**src/rtl/hclk_div_pkg.sv**
```systemverilog
package hclk_div_pkg;

  typedef enum logic [1:0] {
    PM_IDLE      = 2'd0,
    PM_DOZE      = 2'd1,
    PM_HIBERNATE = 2'd2,
    PM_OFF       = 2'd3
  } pwr_mode_e;

  // rate codes up to this value are plain powers of two
  localparam logic [2:0] POW2_LAST = 3'd4;

  // half-period in core cycles for a rate code
  function automatic int unsigned ratio_of(input logic [2:0] sel,
                                           input int unsigned d_lo,
                                           input int unsigned d_mid,
                                           input int unsigned d_hi);
    int unsigned r;
    if (sel <= POW2_LAST)  r = 32'd1 << sel;
    else if (sel == 3'd5)  r = d_lo;
    else if (sel == 3'd6)  r = d_mid;
    else                   r = d_hi;
    return r;
  endfunction

  // may a new period start under this mode and rate?
  function automatic logic out_permitted(input pwr_mode_e m,
                                         input logic en,
                                         input logic [2:0] sel,
                                         input logic [2:0] min_sel);
    logic ok;
    case (m)
      PM_IDLE: ok = 1'b1;
      PM_DOZE: ok = en && (sel >= min_sel);
      default: ok = 1'b0;
    endcase
    return ok;
  endfunction

endpackage

```
**src/rtl/hclk_rate_pick.sv**
```systemverilog
module hclk_rate_pick
  import hclk_div_pkg::*;
#(
  parameter logic [2:0] DEFAULT_SEL  = 3'd6,
  parameter logic [2:0] DOZE_MIN_SEL = 3'd4
) (
  input  logic       fresh_i,
  input  logic [2:0] rate_sel_i,
  input  logic [1:0] mode_i,
  input  logic       doze_en_i,
  output logic [2:0] cand_sel_o,
  output logic       cand_ok_o
);

  always_comb begin
    cand_sel_o = fresh_i ? DEFAULT_SEL : rate_sel_i;
    cand_ok_o  = out_permitted(pwr_mode_e'(mode_i), doze_en_i, cand_sel_o, DOZE_MIN_SEL);
  end

endmodule

```
**src/rtl/hclk_rate_reg.sv**
```systemverilog
module hclk_rate_reg #(
  parameter logic [2:0] DEFAULT_SEL = 3'd6
) (
  input  logic       clk,
  input  logic       rst_n,
  input  logic       load_i,
  input  logic [2:0] cand_sel_i,
  output logic [2:0] active_sel_o,
  output logic       fresh_o
);

  always_ff @(posedge clk or negedge rst_n) begin
    if (!rst_n) begin
      active_sel_o <= DEFAULT_SEL;
      fresh_o      <= 1'b1;
    end else if (load_i) begin
      active_sel_o <= cand_sel_i;
      fresh_o      <= 1'b0;
    end
  end

endmodule

```
**src/rtl/hclk_wave.sv**
```systemverilog
module hclk_wave #(
  parameter int unsigned CNT_W = 10
) (
  input  logic             clk,
  input  logic             rst_n,
  input  logic [CNT_W-1:0] half_i,
  input  logic             start_i,
  output logic             decide_o,
  output logic             level_o
);

  logic             run_q;
  logic [CNT_W-1:0] cnt_q;
  logic [CNT_W-1:0] last_w;
  logic             phase_done_w;
  logic             period_end_w;

  assign last_w       = half_i - CNT_W'(1);
  assign phase_done_w = (cnt_q == last_w);
  assign period_end_w = run_q && !level_o && phase_done_w;
  assign decide_o     = !run_q || period_end_w;

  always_ff @(posedge clk or negedge rst_n) begin
    if (!rst_n) begin
      run_q   <= 1'b0;
      level_o <= 1'b0;
      cnt_q   <= '0;
    end else if (decide_o) begin
      run_q   <= start_i;
      level_o <= start_i;
      cnt_q   <= '0;
    end else if (phase_done_w) begin
      level_o <= 1'b0;
      cnt_q   <= '0;
    end else begin
      cnt_q   <= cnt_q + CNT_W'(1);
    end
  end

endmodule

```
**src/rtl/hclk_div.sv**
```systemverilog
module hclk_div
  import hclk_div_pkg::*;
#(
  parameter int unsigned DIV_LO       = 256,
  parameter int unsigned DIV_MID      = 488,
  parameter int unsigned DIV_HI       = 976,
  parameter logic [2:0]  DEFAULT_SEL  = 3'd6,
  parameter logic [2:0]  DOZE_MIN_SEL = 3'd4
) (
  input  logic       ref2x_clk,
  input  logic       rst_n,
  input  logic [2:0] rate_sel,
  input  logic       doze_clk_en,
  input  logic [1:0] pwr_mode,
  output logic       host_clk
);

  localparam int unsigned MAX_A   = (DIV_LO > DIV_MID) ? DIV_LO : DIV_MID;
  localparam int unsigned MAX_DIV = (MAX_A > DIV_HI) ? MAX_A : DIV_HI;
  localparam int unsigned CNT_W   = $clog2(MAX_DIV + 1);

  logic [2:0]       cand_sel;
  logic             cand_ok;
  logic [2:0]       active_sel;
  logic             fresh;
  logic             decide;
  logic             load;
  logic [CNT_W-1:0] half_act;

  assign load     = decide && cand_ok;
  assign half_act = CNT_W'(ratio_of(active_sel, DIV_LO, DIV_MID, DIV_HI));

  hclk_rate_pick #(
    .DEFAULT_SEL (DEFAULT_SEL),
    .DOZE_MIN_SEL(DOZE_MIN_SEL)
  ) u_pick (
    .fresh_i   (fresh),
    .rate_sel_i(rate_sel),
    .mode_i    (pwr_mode),
    .doze_en_i (doze_clk_en),
    .cand_sel_o(cand_sel),
    .cand_ok_o (cand_ok)
  );

  hclk_rate_reg #(
    .DEFAULT_SEL(DEFAULT_SEL)
  ) u_rate (
    .clk         (ref2x_clk),
    .rst_n       (rst_n),
    .load_i      (load),
    .cand_sel_i  (cand_sel),
    .active_sel_o(active_sel),
    .fresh_o     (fresh)
  );

  hclk_wave #(
    .CNT_W(CNT_W)
  ) u_wave (
    .clk     (ref2x_clk),
    .rst_n   (rst_n),
    .half_i  (half_act),
    .start_i (load),
    .decide_o(decide),
    .level_o (host_clk)
  );

endmodule

```
**config.mk**
```make
export PLATFORM = sky130hd
export DESIGN_NAME = hclk_div
export DESIGN_NICKNAME = d
export VERILOG_FILES = /design/src/rtl/hclk_div_pkg.sv /design/src/rtl/hclk_rate_pick.sv /design/src/rtl/hclk_rate_reg.sv /design/src/rtl/hclk_wave.sv /design/src/rtl/hclk_div.sv
export SDC_FILE = /design/constraint.sdc
export NUM_CORES = 1
export LEC_CHECK = 0
export BUFFER_PORTS_ARGS = -buffer_cell sky130_fd_sc_hd__buf_2
export CAP_MARGIN = 40
export CORE_MARGIN = 2
export CORE_UTILIZATION = 59
export DETAILED_ROUTE_END_ITERATION = 10
export MAX_ROUTING_LAYER = met4
export PLACE_DENSITY = 0.9
export REMOVE_ABC_BUFFERS = 1
export SLEW_MARGIN = 30
export SYNTH_ARGS = -nofsm -noshare
export SYNTH_HDL_FRONTEND = slang
export SYNTH_SLANG_ARGS = --single-unit
```
**constraint.sdc**
```tcl
create_clock -name ref2x_clk -period 4.4 [get_ports ref2x_clk]
set_input_delay 0.22 -clock ref2x_clk [delete_from_list [all_inputs] [get_ports ref2x_clk]]
set_output_delay 0.22 -clock ref2x_clk [all_outputs]
set_load 0.01 [all_outputs]
```
## Word-level counts from Yosys, hierarchy flattened

Cells that the tools add are included.

| word-level totals | value |
|---|---|
| output and inout port bits | 1 |
| register bits | 16 |
| input bits | 8 |
| word-level logic and storage cells | 32 |

| cells by class | value |
|---|---|
| eq/ne operators | 4 |
| shift-type cells | 1 |
| order comparisons | 2 |
| add/subtract/negate cells | 2 |
| reduce and logical (&&, ||, !) cells | 9 |
| muxes and demuxes | 9 |

Operators by type and width:

| operator | number |
|---|---|
| $mux W10 | 5 |
| $add A10 B1 Y10 const B | 1 |
| $eq A10 B10 Y1 | 1 |
| $shl A1 B3 Y10 const A | 1 |
| $sub A10 B1 Y10 const B | 1 |
| $eq A3 B3 Y1 const B | 2 |
| $logic_and A1 B1 Y1 | 4 |
| $ge A3 B3 Y1 const B | 1 |
| $le A3 B3 Y1 const B | 1 |
| $mux W3 | 1 |
| $eq A2 B1 Y1 const B | 1 |
| $logic_not A1 Y1 | 2 |
| $logic_not A2 Y1 | 1 |
| $mux W1 | 2 |
| $pmux W1 S2 | 1 |
| $reduce_bool A2 Y1 | 1 |
| $logic_or A1 B1 Y1 | 1 |

## Depth between registers and ports, before layout

| logic depth | value |
|---|---|
| depth after elaboration | 10 |
| gate-level depth with buffers | 13 |
| mapped depth without buffers | 9 |

## By module

A second synthesis with hierarchy kept.

| unflattened totals | value |
|---|---|
| cell total of the unflattened synthesis | 130 |
| area total of the unflattened synthesis | 1265.0 sq um |

By module, submodules not included:

| module | instances | area an instance (sq um) | sequential area each (sq um) | cells an instance |
|---|---|---|---|---|
| hclk_wave | 1 | 948.4 | 300.3 | 101 |
| hclk_rate_reg | 1 | 146.4 | 103.8 | 8 |
| hclk_div | 1 | 138.9 | 0.0 | 16 |
| hclk_rate_pick | 1 | 31.3 | 0.0 | 5 |

## Worst setup path before layout

No wires, ideal clock.

| path | value |
|---|---|
| path kind | register to register |
| start point | register u_rate.active_sel_o[0] |
| end point | register u_wave.cnt_q[2] |
| arrival | 2.957 ns |
| period minus slack after synthesis | 3.078 ns |
| path slack | 1.322 ns |
| library setup time | 0.121 ns |
| buffers on the path | 4 |
| cell stages (with the launch flop) | 13 |
| data required time | 4.279 ns |
| cell sequence | dfrtp_1 buf_2 clkbuf_1 or3_1 ha_1 buf_4 xnor2_1 or3_1 a31o_1 a311o_1 o31ai_1 buf_2 nor2_1 |

| between the ends | value |
|---|---|
| word-level cells in the longest chain between the ends | 9 |
| elaborated cells on any way between the ends | 13 |
| classes of those cells | add/sub: 1; order compare: 1; eq/ne: 3; shift: 1; mux: 5; reduce/logical: 2 |

Ends and longest elaborated chain:

| element | RTL line | RTL |
|---|---|---|
| start: declaration | hclk_rate_reg.sv:8 | `output logic [2:0] active_sel_o,` |
| start signal: assignment | hclk_rate_reg.sv:17 | `active_sel_o <= cand_sel_i;` |
| $eq A3 B3 Y1 | hclk_div_pkg.sv:21 | `else if (sel == 3'd6) r = d_mid;` |
| $mux W10 | hclk_div_pkg.sv:21 |  |
| $mux W10 | hclk_div_pkg.sv:20 | `else if (sel == 3'd5) r = d_lo;` |
| $mux W10 (*) | hclk_div_pkg.sv:19 | `if (sel <= POW2_LAST) r = 32'd1 << sel;` |
| $sub A10 B1 Y10 (*) | hclk_wave.sv:18 | `assign last_w = half_i - CNT_W'(1);` |
| $eq A10 B10 Y1 (*) | hclk_wave.sv:19 | `assign phase_done_w = (cnt_q == last_w);` |
| $logic_and A1 B1 Y1 | hclk_wave.sv:20 | `assign period_end_w = run_q && !level_o && phase_done_w;` |
| $logic_or A1 B1 Y1 | hclk_wave.sv:21 | `assign decide_o = !run_q \|\| period_end_w;` |
| $mux W10 (*) | hclk_wave.sv:28 | `end else if (decide_o) begin` |
| end signal: assignment | hclk_wave.sv:36 | `cnt_q <= cnt_q + CNT_W'(1);` |
| end: declaration | hclk_wave.sv:13 | `logic [CNT_W-1:0] cnt_q;` |

Mark *: on every way between the ends. The rest lies on a longest branch, timed or not.
A chain may end at the register's enable or synchronous reset.

## Worst setup path in the final report

Ends and elaborated chain as after synthesis.

==> metrics.cfg <==
[status]
status = finished, final reports clean

[global_route]
overflow = 0
top_usage_layer = met2
grt_pass1_wl_mm = 4.24
grt_use_met3_pct = 1.84
grt_pass1_vias = 991
use_met1_pct = 29.9
antenna_found_initial = 0
grt_use_met2_pct = 35.1
grt_util_all_layers_pct = 23.3
grt_start_max_net_pins = 23

[route]
wl_per_cell_um = 14.5
via_per_inst = 6.42
drc_errors = 0
antenna_left = 0
firstDrtPassIters = 5
routed_wl_mm = 2.55
first_iter_violations = 40
vias = 1130

[floorplanning]
fp.dieArea_mm2 = 0.00244
die_w_um = 49.4
num_rows = 16
start_util_pct = 62.1
die_h_um = 49.4
io_pins = 9
core_area_mm2 = 0.00196

[critical_path]
worstPathArrival_ns = 3.33
path_class = flip-flop to flip-flop
cp-start-kind = flip-flop
critPathRequiredTime_ns = 4.59
crit_path_cell_trace = or3_1 > ha_1 > xnor2_1 > or3_1 > a31o_1 > a311o_1 > o31ai_1 > buf_4 > nor2_1
critPathCaptureType = flip-flop
crit_top_cell = or3_1
cpPeakStageDelay_ns = 0.58
cpMaxStageDelayCell = dfrtp_1
path_max_fanout = 20

[final_layout]
finalNetCount = 160
drive_gt1_share_pct = 12.1
regArea_um2 = 404
layout_commonest_cell = nor2_1
diodes = 0
multiInputGateArea_um2 = 732
final_cell_mix = nor2_1, dfrtp_1, nand3_1, buf_2
nFillCells = 163
area_delta_synth_final_pct = 5.04
fin_util_pct = 65.2

[logic_synthesis]
syn_inst = 149
yosysSeqAreaShare_pct = 33.2
ys_ff_latch = 16
ys_types = 46
syn_area_mm2 = 0.00122
synth_top_flop_cell = dfrtp_1
synthArstFlopShare_pct = 100
synth.avg_cell_area_um2 = 8.17
synth_edf_count = 0
synth_warnings = 0

[timing]
relSlewSlack_pct = 64.4
hold_violations = 0
fin_skew_ns = 0.000671
setup_tns_ns = 0
min_period_ns = 3.15
slew_viol_final = 0
grt_setup_unrepaired = no
fmax_mhz = 318
whs_ns = 0.200
fin_ws_ns = 1.25
worst_slew_pin_slew_ns = 0.533
setup_viol = 0
post-route-period-util_pct = 71.5

[placed_design]
hpwl_mm = 1.71
io_buffers = 8
pre_cts_slack_ns = 1.32
place.gp.congestion = 0.908

[clocking]
clk_pin_slew_ns = 0.09
cts_htree_levels = 1
tritoncts = done
clock_sinks = 16
clk_latency_ns = 0.30
cts.path.max_buffers = 2
cts.repair.resized = 0
root_buffer = clkbuf_4
numCtsBuffers = 3

[pwr]
p_per_area_mw_per_mm2 = 201
leakagePower_nw = 0.537
power_w = 0.000257
ir_drop_uv = 241

[worst_hold_path]
hp-class = primary input to flip-flop

[flow_run]
maxCapViolCount = 0

[cell usage after synthesis (all sizes together) (3+ instances only)]
cell	n	area, um2
nand3	10	50.1
and3	4	25.0
inv	4	15.0
dfrtp	13	325
nor3	4	20.0
buf	9	47.5
nor2b	3	18.8
xor2	7	61.3
dfstp	3	78.8
o21ai	6	30.0
nand2	7	26.3
a21oi	6	30.0
clkbuf	5	18.8
xnor2	7	61.3
nor2	18	67.6
nand2b	4	25.0
[worst max-delay path, delay by kind of cell, from the launching register on]
kind / cells / cell delay (ns)
buffers and inverters: 1 / 0.22
and+or+nand+nor: 3 / 0.85
adders and majority gates: 1 / 0.32
xor gates and xnor gates: 1 / 0.17
DFF: 1 / 0.58
AOI/OAI and AO/OA: 3 / 0.90
[stage by stage]
| stage | cells | instance area [um2] |
|---|---|---|
| floorplan | 135 | 1150 |
| global placement | 171 | 1230 |
| detailed placement | 171 | 1230 |
| CTS | 176 | 1280 |
| global route | 176 | 1280 |
| finish | 176 | 1280 |
[state kept, by name, summed over array words and instances (netlist names)]
name / cells
u_rate.active_sel_o: 3
u_rate.fresh_o: 1
u_wave.cnt_q: 10
u_wave.level_o: 1
u_wave.run_q: 1
[cell families (layout without fill, tap and decap cells)]
group / count (synthesis) / in the layout / synth area share, %
and+or+nand+nor: 64 / 64 / 27.3
AOI/OAI and AO/OA: 33 / 33 / 19.0
buffers and inverters: 18 / 18 / 6.68
DFF: 16 / 16 / 33.2
xor gates and xnor gates: 14 / 14 / 10.1
adders and majority gates: 2 / 2 / 2.06
muxes: 2 / 2 / 1.64
[cell type report]
cell class,count,area share (%)
clock buffer,4,2.84
inverter,4,1.17
multi-input combinational,115,57.2
sequential,16,31.6
tap,27,2.64
timing repair buffer,10,4.50
[routing by layer]
metal  wire, um  part of all wire, %
met3        196                  7.7
met4         68                  2.7
met5          0                    0
met1       1060                   42
met2       1230                   48
[where the power goes]
part	internal [W]	switching [W]	total [W]	leakage (nW)
logic	0.00000411	0.00000690	0.0000110	0.333
registers	0.000147	0.00000000000000000111	0.000147	0.183
clock network	0.0000506	0.0000486	0.0000992	0.0210
[final timing paths]
kind | startpoint | end | slack (ns) | cells after the start
max in group asynchronous | rst_n | u_rate.active_sel_o[2] | 3.73 | 2
worst min register to register | u_rate.fresh_o | u_rate.fresh_o | 0.52 | 1
worst max-delay path | u_rate.active_sel_o[0] | u_wave.cnt_q[2] | 1.25 | 9
worst max register to register | u_rate.active_sel_o[0] | u_wave.cnt_q[2] | 1.25 | 9
min in group asynchronous | rst_n | u_wave.cnt_q[1] | 0.37 | 2
worst min-delay path | pwr_mode[1] | u_wave.level_o | 0.20 | 3
[repair_timing]
item / in CTS / in global routing
hold buffers: 1 / 0
hold endpoints to repair: 13 / 0
buffers inserted: 0 / 0
Note: power is estimated with default switching activity, not from simulation.
